<file path="src/rtl/kwd_pkg.sv">
package kwd_pkg;

    localparam int DATA_W = 32;
    localparam int ADDR_W = 4;
    localparam int SEL_W  = 4;

    // Register byte offsets
    localparam logic [ADDR_W-1:0] OFS_CTRL  = 4'h0;
    localparam logic [ADDR_W-1:0] OFS_RANGE = 4'h4;
    localparam logic [ADDR_W-1:0] OFS_COUNT = 4'h8;
    localparam logic [ADDR_W-1:0] OFS_KICK  = 4'hC;

    // The only restart word accepted
    localparam logic [DATA_W-1:0] KICK_WORD = 32'h0000_0076;

    typedef enum logic [1:0] {
        ST_RUN   = 2'd0,
        ST_PULSE = 2'd1,
        ST_DONE  = 2'd2
    } kwd_state_e;

    typedef struct packed {
        logic              we;
        logic [ADDR_W-1:0] addr;
        logic [DATA_W-1:0] wdata;
    } kwd_bus_t;

    typedef struct packed {
        logic             en;
        logic             irq_mode;
        logic [SEL_W-1:0] top;
        logic [SEL_W-1:0] top_init;
    } kwd_cfg_t;

    // Exponent of a period select: base + select
    function automatic int period_exp(input logic [SEL_W-1:0] sel, input int base);
        return base + int'(sel);
    endfunction

endpackage

</file>
<file path="src/rtl/kwd_regs.sv">
module kwd_regs
    import kwd_pkg::*;
#(
    parameter int CNT_W = 32
) (
    input  logic              clk,
    input  logic              rst,
    input  kwd_bus_t          bus,
    input  logic              running,
    input  logic              done,
    input  logic [CNT_W-1:0]  count,
    output kwd_cfg_t          cfg,
    output logic              start,
    output logic              kick,
    output logic [SEL_W-1:0]  kick_sel,
    output logic [DATA_W-1:0] rdata
);

    logic wr_ctrl;
    logic wr_range;
    logic wr_kick;
    logic magic_hit;

    assign wr_ctrl   = bus.we && (bus.addr == OFS_CTRL);
    assign wr_range  = bus.we && (bus.addr == OFS_RANGE);
    assign wr_kick   = bus.we && (bus.addr == OFS_KICK);
    assign magic_hit = (bus.wdata == KICK_WORD);

    // Turn-on only from off, and never after a trip
    assign start = wr_ctrl && bus.wdata[0] && !cfg.en && running;

    // Restart: the exact word, or any write of the period register
    assign kick = cfg.en && running && (wr_range || (wr_kick && magic_hit));

    // A period write restarts from the value being written
    assign kick_sel = wr_range ? bus.wdata[SEL_W-1:0] : cfg.top;

    always_ff @(posedge clk) begin
        if (rst) begin
            cfg <= '0;
        end else begin
            if (wr_ctrl) begin
                cfg.irq_mode <= bus.wdata[1];
            end
            if (start) begin
                cfg.en <= 1'b1;
            end
            if (done) begin
                cfg.en <= 1'b0;
            end
            if (wr_range) begin
                cfg.top      <= bus.wdata[SEL_W-1:0];
                cfg.top_init <= bus.wdata[2*SEL_W-1:SEL_W];
            end
        end
    end

    always_comb begin
        rdata = '0;
        unique case (bus.addr)
            OFS_CTRL:  rdata = DATA_W'({cfg.irq_mode, cfg.en});
            OFS_RANGE: rdata = DATA_W'({cfg.top_init, cfg.top});
            OFS_COUNT: rdata = DATA_W'(count);
            default:   rdata = '0;
        endcase
    end

endmodule

</file>
<file path="src/rtl/kwd_counter.sv">
module kwd_counter
    import kwd_pkg::*;
#(
    parameter int BASE_EXP = 16,
    parameter int CNT_W    = BASE_EXP + 16
) (
    input  logic             clk,
    input  logic             rst,
    input  logic             run,
    input  logic             start,
    input  logic             kick,
    input  logic             reload,
    input  logic [SEL_W-1:0] init_sel,
    input  logic [SEL_W-1:0] kick_sel,
    input  logic [SEL_W-1:0] top_sel,
    output logic [CNT_W-1:0] count,
    output logic             expire
);

    localparam logic [CNT_W-1:0] ONE = CNT_W'(1);

    function automatic logic [CNT_W-1:0] load_of(input logic [SEL_W-1:0] sel);
        return (ONE << period_exp(sel, BASE_EXP)) - ONE;
    endfunction

    // A restart on the same edge wins over expiry
    assign expire = run && (count == '0) && !kick;

    always_ff @(posedge clk) begin
        if (rst) begin
            count <= '0;
        end else if (start) begin
            count <= load_of(init_sel);
        end else if (kick) begin
            count <= load_of(kick_sel);
        end else if (reload) begin
            count <= load_of(top_sel);
        end else if (run && (count != '0)) begin
            count <= count - ONE;
        end
    end

endmodule

</file>
<file path="src/rtl/kwd_resp.sv">
module kwd_resp
    import kwd_pkg::*;
#(
    parameter int RST_CYC = 8
) (
    input  logic clk,
    input  logic rst,
    input  logic expire,
    input  logic kick,
    input  logic irq_mode,
    output logic irq,
    output logic sys_rst,
    output logic reload,
    output logic running,
    output logic done
);

    localparam int PW = $clog2(RST_CYC + 1);

    kwd_state_e    state;
    logic [PW-1:0] pcnt;

    // First expiry in interrupt mode reloads instead of tripping
    assign reload  = expire && irq_mode && !irq;
    assign sys_rst = (state == ST_PULSE);
    assign running = (state == ST_RUN);
    assign done    = (state == ST_DONE);

    always_ff @(posedge clk) begin
        if (rst) begin
            state <= ST_RUN;
            irq   <= 1'b0;
            pcnt  <= '0;
        end else begin
            unique case (state)
                ST_RUN: begin
                    if (kick) begin
                        irq <= 1'b0;
                    end
                    if (expire) begin
                        if (irq_mode && !irq) begin
                            irq <= 1'b1;
                        end else begin
                            state <= ST_PULSE;
                            irq   <= 1'b0;
                            pcnt  <= '0;
                        end
                    end
                end
                ST_PULSE: begin
                    if (pcnt == PW'(RST_CYC - 1)) begin
                        state <= ST_DONE;
                    end else begin
                        pcnt <= pcnt + PW'(1);
                    end
                end
                default: begin
                    state <= ST_DONE;
                end
            endcase
        end
    end

endmodule

</file>
<file path="src/rtl/kick_watchdog.sv">
module kick_watchdog
    import kwd_pkg::*;
#(
    parameter int BASE_EXP = 16,
    parameter int RST_CYC  = 8,
    localparam int CNT_W   = BASE_EXP + 16
) (
    input  logic              clk,
    input  logic              rst,
    input  logic [ADDR_W-1:0] bus_addr,
    input  logic [DATA_W-1:0] bus_wdata,
    input  logic              bus_we,
    output logic [DATA_W-1:0] bus_rdata,
    output logic              irq_o,
    output logic              sys_rst_o
);

    kwd_bus_t         bus;
    kwd_cfg_t         cfg;
    logic             start;
    logic             kick;
    logic [SEL_W-1:0] kick_sel;
    logic [CNT_W-1:0] count;
    logic             expire;
    logic             reload;
    logic             running;
    logic             done;
    logic             run;

    assign bus = '{we: bus_we, addr: bus_addr, wdata: bus_wdata};
    assign run = cfg.en && running;

    kwd_regs #(.CNT_W(CNT_W)) u_regs (
        .clk      (clk),
        .rst      (rst),
        .bus      (bus),
        .running  (running),
        .done     (done),
        .count    (count),
        .cfg      (cfg),
        .start    (start),
        .kick     (kick),
        .kick_sel (kick_sel),
        .rdata    (bus_rdata)
    );

    kwd_counter #(.BASE_EXP(BASE_EXP), .CNT_W(CNT_W)) u_cnt (
        .clk      (clk),
        .rst      (rst),
        .run      (run),
        .start    (start),
        .kick     (kick),
        .reload   (reload),
        .init_sel (cfg.top_init),
        .kick_sel (kick_sel),
        .top_sel  (cfg.top),
        .count    (count),
        .expire   (expire)
    );

    kwd_resp #(.RST_CYC(RST_CYC)) u_resp (
        .clk      (clk),
        .rst      (rst),
        .expire   (expire),
        .kick     (kick),
        .irq_mode (cfg.irq_mode),
        .irq      (irq_o),
        .sys_rst  (sys_rst_o),
        .reload   (reload),
        .running  (running),
        .done     (done)
    );

endmodule

</file>
<file path="config.mk">
export PLATFORM = sky130hd
export DESIGN_NAME = kick_watchdog
export DESIGN_NICKNAME = d
export VERILOG_FILES = /design/src/rtl/kwd_pkg.sv /design/src/rtl/kwd_regs.sv /design/src/rtl/kwd_counter.sv /design/src/rtl/kwd_resp.sv /design/src/rtl/kick_watchdog.sv
export SDC_FILE = /design/constraint.sdc
export NUM_CORES = 1
export LEC_CHECK = 0
export ABC_AREA = 1
export BUFFER_PORTS_ARGS = -buffer_cell sky130_fd_sc_hd__buf_4
export CORE_MARGIN = 3
export CORE_UTILIZATION = 58
export DETAILED_ROUTE_END_ITERATION = 10
export PLACE_DENSITY = 0.91
export SKIP_CTS_REPAIR_TIMING = 1
export SLEW_MARGIN = 10
export SYNTH_ARGS = -nofsm -noshare
export SYNTH_HDL_FRONTEND = slang
export SYNTH_HIERARCHICAL = 1
export SYNTH_SLANG_ARGS = --single-unit
</file>
<file path="constraint.sdc">
create_clock -name clk -period 4.55 [get_ports clk]
set_input_delay 0.455 -clock clk [delete_from_list [all_inputs] [get_ports clk]]
set_output_delay 0.455 -clock clk [all_outputs]
set_load 0.02 [all_outputs]
</file>
==> results.cfg, run 1 <==
[timing]
totalNegativeSetupSlack_ns = 0
final-setup-viol-count = 0
fmax_ghz = 0.2545
max_slew.worst_pin.slew_ns = 0.9215
finalHoldViolCount = 0
finalMaxSlewViolations = 0
fin_worst_skew_ns = 0.01111
rsz0062_at_grt = no
relSlewSlack = 0.3839
fin_crit_sh = 0.8637
period_needed_ns = 3.930
hold_ws_ns = 0.4117

[synth]
synth_ff_type = dfxtp_1
syn_area_per_cell_sq_um = 5.469
synth_seq_cells = 49
synth.most_common_cell = nand2_1
yosysUniqueCellTypes = 41
yosysWarnings = 6
synth_edf_count = 0
netlist_area_sq_mm = 0.004304
synth_top_area_cell = dfxtp_1
synth_top_cell_area_share = 0.2279
ys_top_cells_by_count = nand2_1 (236), nor2_1 (119), inv_1 (117), nand3_1 (70), a21oi_1 (54)
yosysSeqAreaShare = 0.2279
synth_nets = 828
ys_async_sr_fraction = 0
synth_cells = 787
synthTopCellsByArea = dfxtp_1 (23%), nand2_1 (21%), nor2_1 (10%)

[route]
drtIter0Drc = 504
dr.pass1.iters = 9
viasPerCell = 5.438
wl_microns = 13520
routedWlPerCell_microns = 14.31
drc = 0
vias = 5139
antenna_left = 0

[floorplanning]
initial_utilization = 0.6165
rows = 30
die_h_microns = 92.15
dieArea_sq_mm = 0.008491
core_sq_mm = 0.006982
die_w_microns = 92.15
io_pins = 73

[cts]
clock_sinks = 49
cts_max_path_buffers = 2
clkLatencyLatePin_ns = 0.32
htree_levels = 2
cts_tree = done
clockRootBuffer = clkbuf_8
numCtsBuffers = 5
clk_pin_slew_ns = 0.11

[status]
status = completed

[placed_design]
dp_hpwl_microns = 10590
placed_area_sq_mm = 0.004875
io_buffers = 72
routabilityCongestion = 1.048

[global_routing]
grt_pass1_wl_microns = 22090
antenna_found_initial = 0
grt_pass1_vias = 4694
grt_max_degree = 35
track_usage = 0.3203
grt_overflow_total = 0

[cells_and_area]
drive_gt1_frac = 0.1472
antennaDiodeCount = 0
nNetsFinal = 889
design_area_sq_mm = 0.004994
syn_to_final_growth_pct = 16.02
fin_util = 0.7152
n_fill_cell = 659

[critical_path]
critPathKind = register to register
cp-start-kind = register
cp.arrival_ns = 4.15
path_max_fanout = 20
end_kind = register
worstPathRequired_ns = 4.77

[power_and_ir_drop]
power_density_mw_per_mm2 = 213.7
peakVddDrop_v = 0.0001547
leakage_nw = 2.577

[hold_path]
hp-class = input port to register

[flow_run]
cap_viol_max_count = 0
-- kinds of logic (layout without fill, tap and decap cells) --
family	count (synthesis)	count (layout)	share of synthesized area
AOI/OAI and AO/OA	101	101	0.1288
DFF	49	49	0.2279
xor gates and xnor gates	6	6	0.01221
adders and majority gates	2	2	0.005813
and+or+nand+nor	480	480	0.4858
buffers and inverters	149	211	0.1395
-- where the power goes --
part	switching [mW]	leakage, nW	total [mW]	internal (mW)
registers	0.0124	0.396	0.451	0.438
logic	0.177	2.12	0.279	0.102
clock network	0.168	0.0603	0.337	0.169
total	0.357	2.58	1.07	0.709
-- routing by layer --
layer,global-route usage,wire [microns]
met1,0.3741,5205
met2,0.5773,6704
met3,0.05989,1082
met4,0.1200,527
met5,0,0
-- flip-flops by register name, indices dropped and copies added (netlist names) --
| signal | flops |
|---|---|
| u_resp/state | 2 |
| u_resp/pcnt | 4 |
| u_regs/cfg | 10 |
| u_cnt/count | 32 |
| u_resp/irq | 1 |
-- stage by stage --
step,worst slack (ns),cells,power [mW]
floorplan,0.9240,787,0.6566
global route,0.1816,945,1.126
finish,0.6200,945,1.067
global placement,0.8486,937,0.7282
CTS,0.7544,945,1.065
detailed placement,0.6986,937,0.7338
-- worst max-delay path: stages, from the launching register on --
cell     delay, ns
dfxtp_1       0.36
nor4_1        0.42
nand3_1       0.12
nor2_1        0.16
inv_1         0.05
nor3_1        0.40
inv_1         0.09
nor2_1        0.34
inv_1         0.39
nand2_2       0.32
nor2_1        0.12
nor2_1        0.12
nand2_1       0.06
nor2_2        0.18
nand3_2       0.21
nor2_4        0.20
nand2_1       0.07
nand2_1       0.06
nand3_1       0.06
nand2_1       0.07
inv_1         0.04
-- final timing paths --
kind | startpoint | endpoint | cells after the start | slack, ns
worst max-delay path | u_cnt/count[12] | u_cnt/count[26] | 20 | 0.62
worst min-delay path | bus_wdata[3] | u_regs/cfg[7] | 3 | 0.41
worst max register to register | u_cnt/count[12] | u_cnt/count[26] | 20 | 0.62
worst min register to register | u_regs/cfg[8] | u_regs/cfg[8] | 2 | 0.49
-- cells in the final DEF, fill, tap and decap left out, types with 2 or more instances in the layout --
cell type / Yosys / layout
nand2_1: 236 / 236
nor2_1: 119 / 119
inv_1: 117 / 117
buf_4: 2 / 76
nand3_1: 70 / 70
a21oi_1: 54 / 53
dfxtp_1: 49 / 49
o21ai_0: 25 / 25
nor2_2: 11 / 11
nor3_1: 10 / 10
o21ai_1: 9 / 9
inv_2: 8 / 8
nand4_1: 8 / 8
clkbuf_8: 0 / 5
nor2_4: 5 / 5
xor2_1: 4 / 4
nand3_2: 4 / 4
nor4_1: 3 / 3
or2_2: 3 / 3
o21ai_2: 3 / 3
xnor2_1: 2 / 2
o21bai_1: 2 / 2
a21boi_1: 2 / 2
clkinv_1: 2 / 2
o211ai_1: 2 / 2
ha_1: 2 / 2
nand3_4: 2 / 2
nand2_4: 2 / 2
nand3b_1: 2 / 2
-- final cells by class --
cell class,count,area (sq um),share of cell area
Multi-Input combinational cell,589,2726,0.5460
Clock buffer,5,68.82,0.01378
Sequential cell,49,980.9,0.1964
Timing Repair Buffer,76,570.5,0.1143
Tap cell,96,120.1,0.02405
Clock inverter,3,50.05,0.01002
Inverter,127,476.7,0.09546
Note: power is estimated with default switching activity, not from simulation.
==> run 2: changes to the inputs <==
--- a/config.mk
+++ b/config.mk
@@ -5,14 +5,13 @@
 export SDC_FILE = /design/constraint.sdc
 export NUM_CORES = 1
 export LEC_CHECK = 0
-export ABC_AREA = 1
 export BUFFER_PORTS_ARGS = -buffer_cell sky130_fd_sc_hd__buf_4
 export CORE_MARGIN = 3
-export CORE_UTILIZATION = 58
+export CORE_UTILIZATION = 56
 export DETAILED_ROUTE_END_ITERATION = 10
-export PLACE_DENSITY = 0.91
+export PLACE_DENSITY = 0.9
 export SKIP_CTS_REPAIR_TIMING = 1
-export SLEW_MARGIN = 10
+export SLEW_MARGIN = 30
 export SYNTH_ARGS = -nofsm -noshare
 export SYNTH_HDL_FRONTEND = slang
 export SYNTH_HIERARCHICAL = 1
==> results.cfg, run 2 <==
[global_routing]
met2_usage = 0.4783
grt_pass1_wl_microns = 17950
grt_use_met1 = 0.3925
antenna_found_initial = 0
grt_use_met3 = 0.04920
grt.busiest_layer = met2
grt_max_degree = 53
track_usage = 0.2911
grt_overflow_total = 0
grt_pass1_vias = 3712

[cells_and_area]
layout_common_cells = buf_4 (79), dfxtp_1 (49), nor2_1 (33)
antennaDiodeCount = 0
largest_register_ffs = 32
drive_gt1_frac = 0.2282
largest_register = u_cnt/count
n_fill_cell = 492
design_area_sq_mm = 0.004399
syn_to_final_growth_pct = 19.27
fin_util = 0.7176
nNetsFinal = 557
stdcell_count = 592
final_common_cell = buf_4
reg_top3 = u_cnt/count (32), u_regs/cfg (10), u_resp/pcnt (4)

[cts]
clkLatencyLatePin_ns = 0.31
cts_tree = done
clock_sinks = 49
clk_pin_slew_ns = 0.10
htree_levels = 2
numCtsBuffers = 5
clockRootBuffer = clkbuf_8
cts_max_path_buffers = 2

[flow_run]
cap_viol_max_count = 0

[timing]
rsz0062_at_grt = no
max_slew.worst_pin.slew_ns = 0.6674
fin_crit_sh = 0.9196
finalMaxSlewViolations = 0
relSlewSlack = 0.5504
final-setup-viol-count = 0
fmax_ghz = 0.2390
finalHoldViolCount = 0
setup_slack_ns = 0.3658
period_needed_ns = 4.184
totalNegativeSetupSlack_ns = 0
fin_worst_skew_ns = 0.009569

[synth]
synth_top_area_cell = dfxtp_1
synth_edf_count = 0
synth_top_cell_area_share = 0.2659
synth_cells = 458
ys_top_cells_by_count = dfxtp_1 (49), nor2_1 (33), a21oi_1 (32), and2_1 (28), nand2_1 (26)
yosysWarnings = 6
yosysUniqueCellTypes = 74
synthTopCellsByArea = dfxtp_1 (27%), and2_1 (4.7%), a21oi_1 (4.3%)
netlist_area_sq_mm = 0.003689
synth.most_common_cell = dfxtp_1
synth_seq_cells = 49
yosysSeqAreaShare = 0.2659
synth_nets = 499
synth_ff_type = dfxtp_1
syn_area_per_cell_sq_um = 8.054
ys_async_sr_fraction = 0

[floorplanning]
rows = 28
initial_utilization = 0.6016
die_h_microns = 87.16
core_sq_mm = 0.006131
die_w_microns = 87.16
io_pins = 73
dieArea_sq_mm = 0.007597

[critical_path]
cpLargestDelayFamily = simple AND/OR/NAND/NOR gates
worstPathRequired_ns = 4.75
critPathKind = input port to register
path_max_fanout = 24
cp.arrival_ns = 4.39
critical_path_buf_inv_count = 2
cp_slowest_stage_delay_ns = 0.51
slowest_stage = or4b_1
crit_chain = buf_4, or4b_1, nor4_1, nand4_1, o22ai_4, buf_4, nor3_4, nand2_1, ha_1, nor3b_1, a41oi_1, nor3_2, nand4_2, nor3_2, a31oi_1, a311o_1
end_kind = register
cp-start-kind = input port

[power_and_ir_drop]
sw_frac_of_total = 0.2870
leakage_nw = 1.785
switchingPower_mw = 0.2896
p_comb_frac = 0.223
pwr-share-clk = 0.329
power_density_mw_per_mm2 = 229.4
p_int_mw = 0.7195
seqPwrFrac = 0.447
peakVddDrop_v = 0.0001684

[placed_design]
place_inst = 584
place_ws_ns = 0.1288
placed_area_sq_mm = 0.004268
io_buffers = 72
dp_hpwl_microns = 8093
routabilityCongestion = 1.012

[route]
dr.pass1.iters = 5
viasPerCell = 6.752
drtIter0Drc = 534
routedWlPerCell_microns = 18.68
wl_microns = 11060
vias = 3997
antenna_left = 0
drc = 0

[status]
status = completed

[hold_path]
hp-class = input port to register
-- run 2: power groups by stage --
stage	Sequential (mW)	Combinational [mW]	Clock (mW)
floorplan	0.456	0.159	0
finish	0.451	0.226	0.332
CTS	0.451	0.220	0.337
global placement	0.460	0.214	0
detailed placement	0.461	0.218	0
global route	0.453	0.244	0.353
-- run 2: final cells by class --
cell class,instances,area (sq um),area share
tap,75,93.84,0.02133
timing repair buffer,79,593.1,0.1348
clock inverter,1,30.03,0.006826
sequential,49,980.9,0.2230
multi-input combinational,370,2574,0.5850
inverter,11,41.29,0.009386
clock buffer,7,86.33,0.01962
-- run 2: metrics by stage --
step           power, mW  hold slack [ns]
2_1_floorplan     0.6157           0.4484
3_3_place_gp      0.6747           0.4618
3_5_place_dp      0.6788           0.4777
4_1_cts            1.008           0.3974
5_1_grt            1.049           0.4080
6_report           1.009           0.4034
-- run 2: worst reg2reg max path, cell delays in order (launching register included) --
cell,delay (ns)
dfxtp_1,0.41
nor4_4,0.37
nand4_2,0.25
nor3_1,0.23
and3_1,0.22
and2_2,0.28
nor3_4,0.09
nand2_1,0.09
ha_1,0.27
nor3b_1,0.24
a41oi_1,0.21
nor3_2,0.34
nand4_2,0.24
nor3_2,0.31
a31oi_1,0.12
a311o_1,0.33
-- run 2: routing by layer --
| layer | wire [microns] | share of wire | up-vias |
|---|---|---|---|
| li1 | - | - | 1870 |
| met1 | 4606 | 0.42 | 1841 |
| met2 | 5111 | 0.46 | 258 |
| met3 | 1129 | 0.10 | 28 |
| met4 | 211 | 0.019 | 0 |
| met5 | 0 | 0 | - |
-- run 2: cell families (layout without fill, tap and decap cells) --
kind of cell    after synthesis  count (layout)  share of synthesized area
simple gates                222             222                     0.3653
mux                          17              17                    0.04749
flops                        49              49                     0.2659
xor+xnor                     13              13                    0.03087
compound gates              116             116                     0.2381
fa+ha+maj                     2               2                   0.006783
buf+inv                      39              98                    0.04545
-- run 2: worst paths after layout --
check | start | end | slack [ns] | cells past startpoint
worst max-delay path | bus_wdata[0] | u_cnt/count[28] | 0.37 | 16
worst min-delay path | bus_wdata[5] | u_regs/cfg[1] | 0.40 | 3
worst min register to register | u_resp/pcnt[3] | u_resp/pcnt[3] | 0.50 | 1
worst max register to register | u_cnt/count[5] | u_cnt/count[28] | 0.46 | 15
==> run 3: changes to the inputs <==
--- a/config.mk
+++ b/config.mk
@@ -7,9 +7,11 @@
 export LEC_CHECK = 0
 export BUFFER_PORTS_ARGS = -buffer_cell sky130_fd_sc_hd__buf_4
 export CORE_MARGIN = 3
-export CORE_UTILIZATION = 56
+export CORE_UTILIZATION = 58
+export CTS_BUF_LIST = sky130_fd_sc_hd__clkbuf_4 sky130_fd_sc_hd__clkbuf_8
 export DETAILED_ROUTE_END_ITERATION = 10
-export PLACE_DENSITY = 0.9
+export GPL_ROUTABILITY_DRIVEN = 0
+export PLACE_DENSITY_LB_ADDON = 0.05
 export SKIP_CTS_REPAIR_TIMING = 1
 export SLEW_MARGIN = 30
 export SYNTH_ARGS = -nofsm -noshare
==> results.cfg, run 3 (synthesized netlist as in run 2, its figures left out) <==
[global_routing]
grt_pass1_vias = 3699
grt_max_degree = 53
met2_usage = 0.4965
grt_use_met1 = 0.3759
grt_use_met3 = 0.04899
grt.busiest_layer = met2
antenna_found_initial = 0
grt_pass1_wl_microns = 17670
track_usage = 0.2946
grt_overflow_total = 0

[cells_and_area]
nNetsFinal = 560
layout_common_cells = buf_4 (82), dfxtp_1 (49), nor2_1 (33)
stdcell_count = 595
syn_to_final_growth_pct = 20.08
largest_register = u_cnt/count
final_common_cell = buf_4
reg_top3 = u_cnt/count (32), u_regs/cfg (10), u_resp/pcnt (4)
largest_register_ffs = 32
fin_util = 0.7351
drive_gt1_frac = 0.2327
antennaDiodeCount = 0

[cts]
cts_max_path_buffers = 2
htree_levels = 2
cts_tree = done
clock_sinks = 49
clkLatencyLatePin_ns = 0.31
clk_pin_slew_ns = 0.10
clockRootBuffer = clkbuf_8
numCtsBuffers = 5

[critical_path]
critPathKind = register to register
crit_end = u_cnt/count[24]
path_max_fanout = 8
cp-startpoint = u_cnt/count[5]
path_common_cell = nand4_2
r2r-start = u_cnt/count[5]
slowest_stage = or4_1
r2r_cells = 15
cp_slowest_stage_delay_ns = 0.58
cp.arrival_ns = 4.36
crit_chain = nor4_4, nand4_2, nor3_1, and3_1, and2_2, nor3_4, nand2_1, ha_1, nor3b_1, a41oi_1, nor3_2, nand4_2, or4_1, nand3_1, a21oi_1
end_kind = register
worstPathRequired_ns = 4.73
r2r_setup_slack_ns = 0.37
cp-start-kind = register
timing.rr.end = u_cnt/count[24]

[timing]
finalHoldViolCount = 0
fin_worst_skew_ns = 0.01116
relSlewSlack = 0.5932
fin_crit_sh = 0.9195
final-setup-viol-count = 0
period_needed_ns = 4.184
totalNegativeSetupSlack_ns = 0
max_slew.worst_pin.slew_ns = 0.6038
rsz0062_at_grt = no
finalMaxSlewViolations = 0
fmax_ghz = 0.2390

[floorplanning]
rows = 28
die_w_microns = 85.75
dieArea_sq_mm = 0.007352
initial_utilization = 0.6121
io_pins = 73
core_sq_mm = 0.006026
die_h_microns = 85.75

[route]
routedWlPerCell_microns = 17.99
antenna_left = 0
drc = 0
vias = 3914
dr.pass1.iters = 5
drtIter0Drc = 332
viasPerCell = 6.578
wl_microns = 10700

[placed_design]
io_buffers = 72
dp_hpwl_microns = 7773
place_inst = 587

[power_and_ir_drop]
peakVddDrop_v = 0.0002283
power_density_mw_per_mm2 = 239.7
power_mw = 1.062
leakage_nw = 1.805

[hold_path]
hp-class = input port to register
holdPathStages = 3

[flow_run]
cap_viol_max_count = 0

[status]
status = completed
run 3: area by class of cell:
type | count | area, sq um
multi-input combinational | 370 | 2560
clock inverter | 3 | 68.82
inverter | 11 | 41.29
clock buffer | 5 | 68.82
fill | 510 | 1597
tap | 75 | 93.84
timing repair buffer | 82 | 615.6
sequential | 49 | 980.9
run 3: worst max-delay path, delay by kind of cell (launching register included):
kind                       cells  cell delay [ns]
and+or+nand+nor               12             3.07
DFF                            1             0.41
adders and majority gates      1             0.29
AOI/OAI and AO/OA              2             0.26
run 3: how the worst min path moves through the flow:
stage                   start             end  slack (ns)
6_report         bus_wdata[5]   u_regs/cfg[1]        0.38
5_1_grt          bus_wdata[5]   u_regs/cfg[1]        0.40
4_1_cts          bus_wdata[5]   u_regs/cfg[1]        0.38
3_5_place_dp   u_resp/pcnt[3]  u_resp/pcnt[3]        0.48
3_3_place_gp   u_resp/pcnt[1]  u_resp/pcnt[1]        0.48
2_1_floorplan  u_resp/pcnt[3]  u_resp/pcnt[3]        0.45
run 3: power breakdown:
part / switching [mW] / total (mW) / internal, mW / leakage [nW]
combinational: 0.122 / 0.225 / 0.103 / 1.34
clock: 0.163 / 0.385 / 0.221 / 0.0687
sequential: 0.0139 / 0.452 / 0.438 / 0.395
run 3: metrics by stage:
| stage | cell area [sq um] | setup slack, ns | hold WS [ns] |
|---|---|---|---|
| 6_report | 4429 | 0.3663 | 0.3796 |
| 5_1_grt | 4429 | 0.05340 | 0.4031 |
| 4_1_cts | 4428 | 0.3744 | 0.3815 |
| 3_5_place_dp | 4290 | 0.2169 | 0.4820 |
| 3_3_place_gp | 4290 | 0.3124 | 0.4814 |
| 2_1_floorplan | 3719 | 0.02644 | 0.4484 |
run 3: routing by layer:
metal	vias up	share of wire
met2	167	0.50
met5	-	0
met3	29	0.063
li1	1868	-
met4	0	0.021
met1	1850	0.42
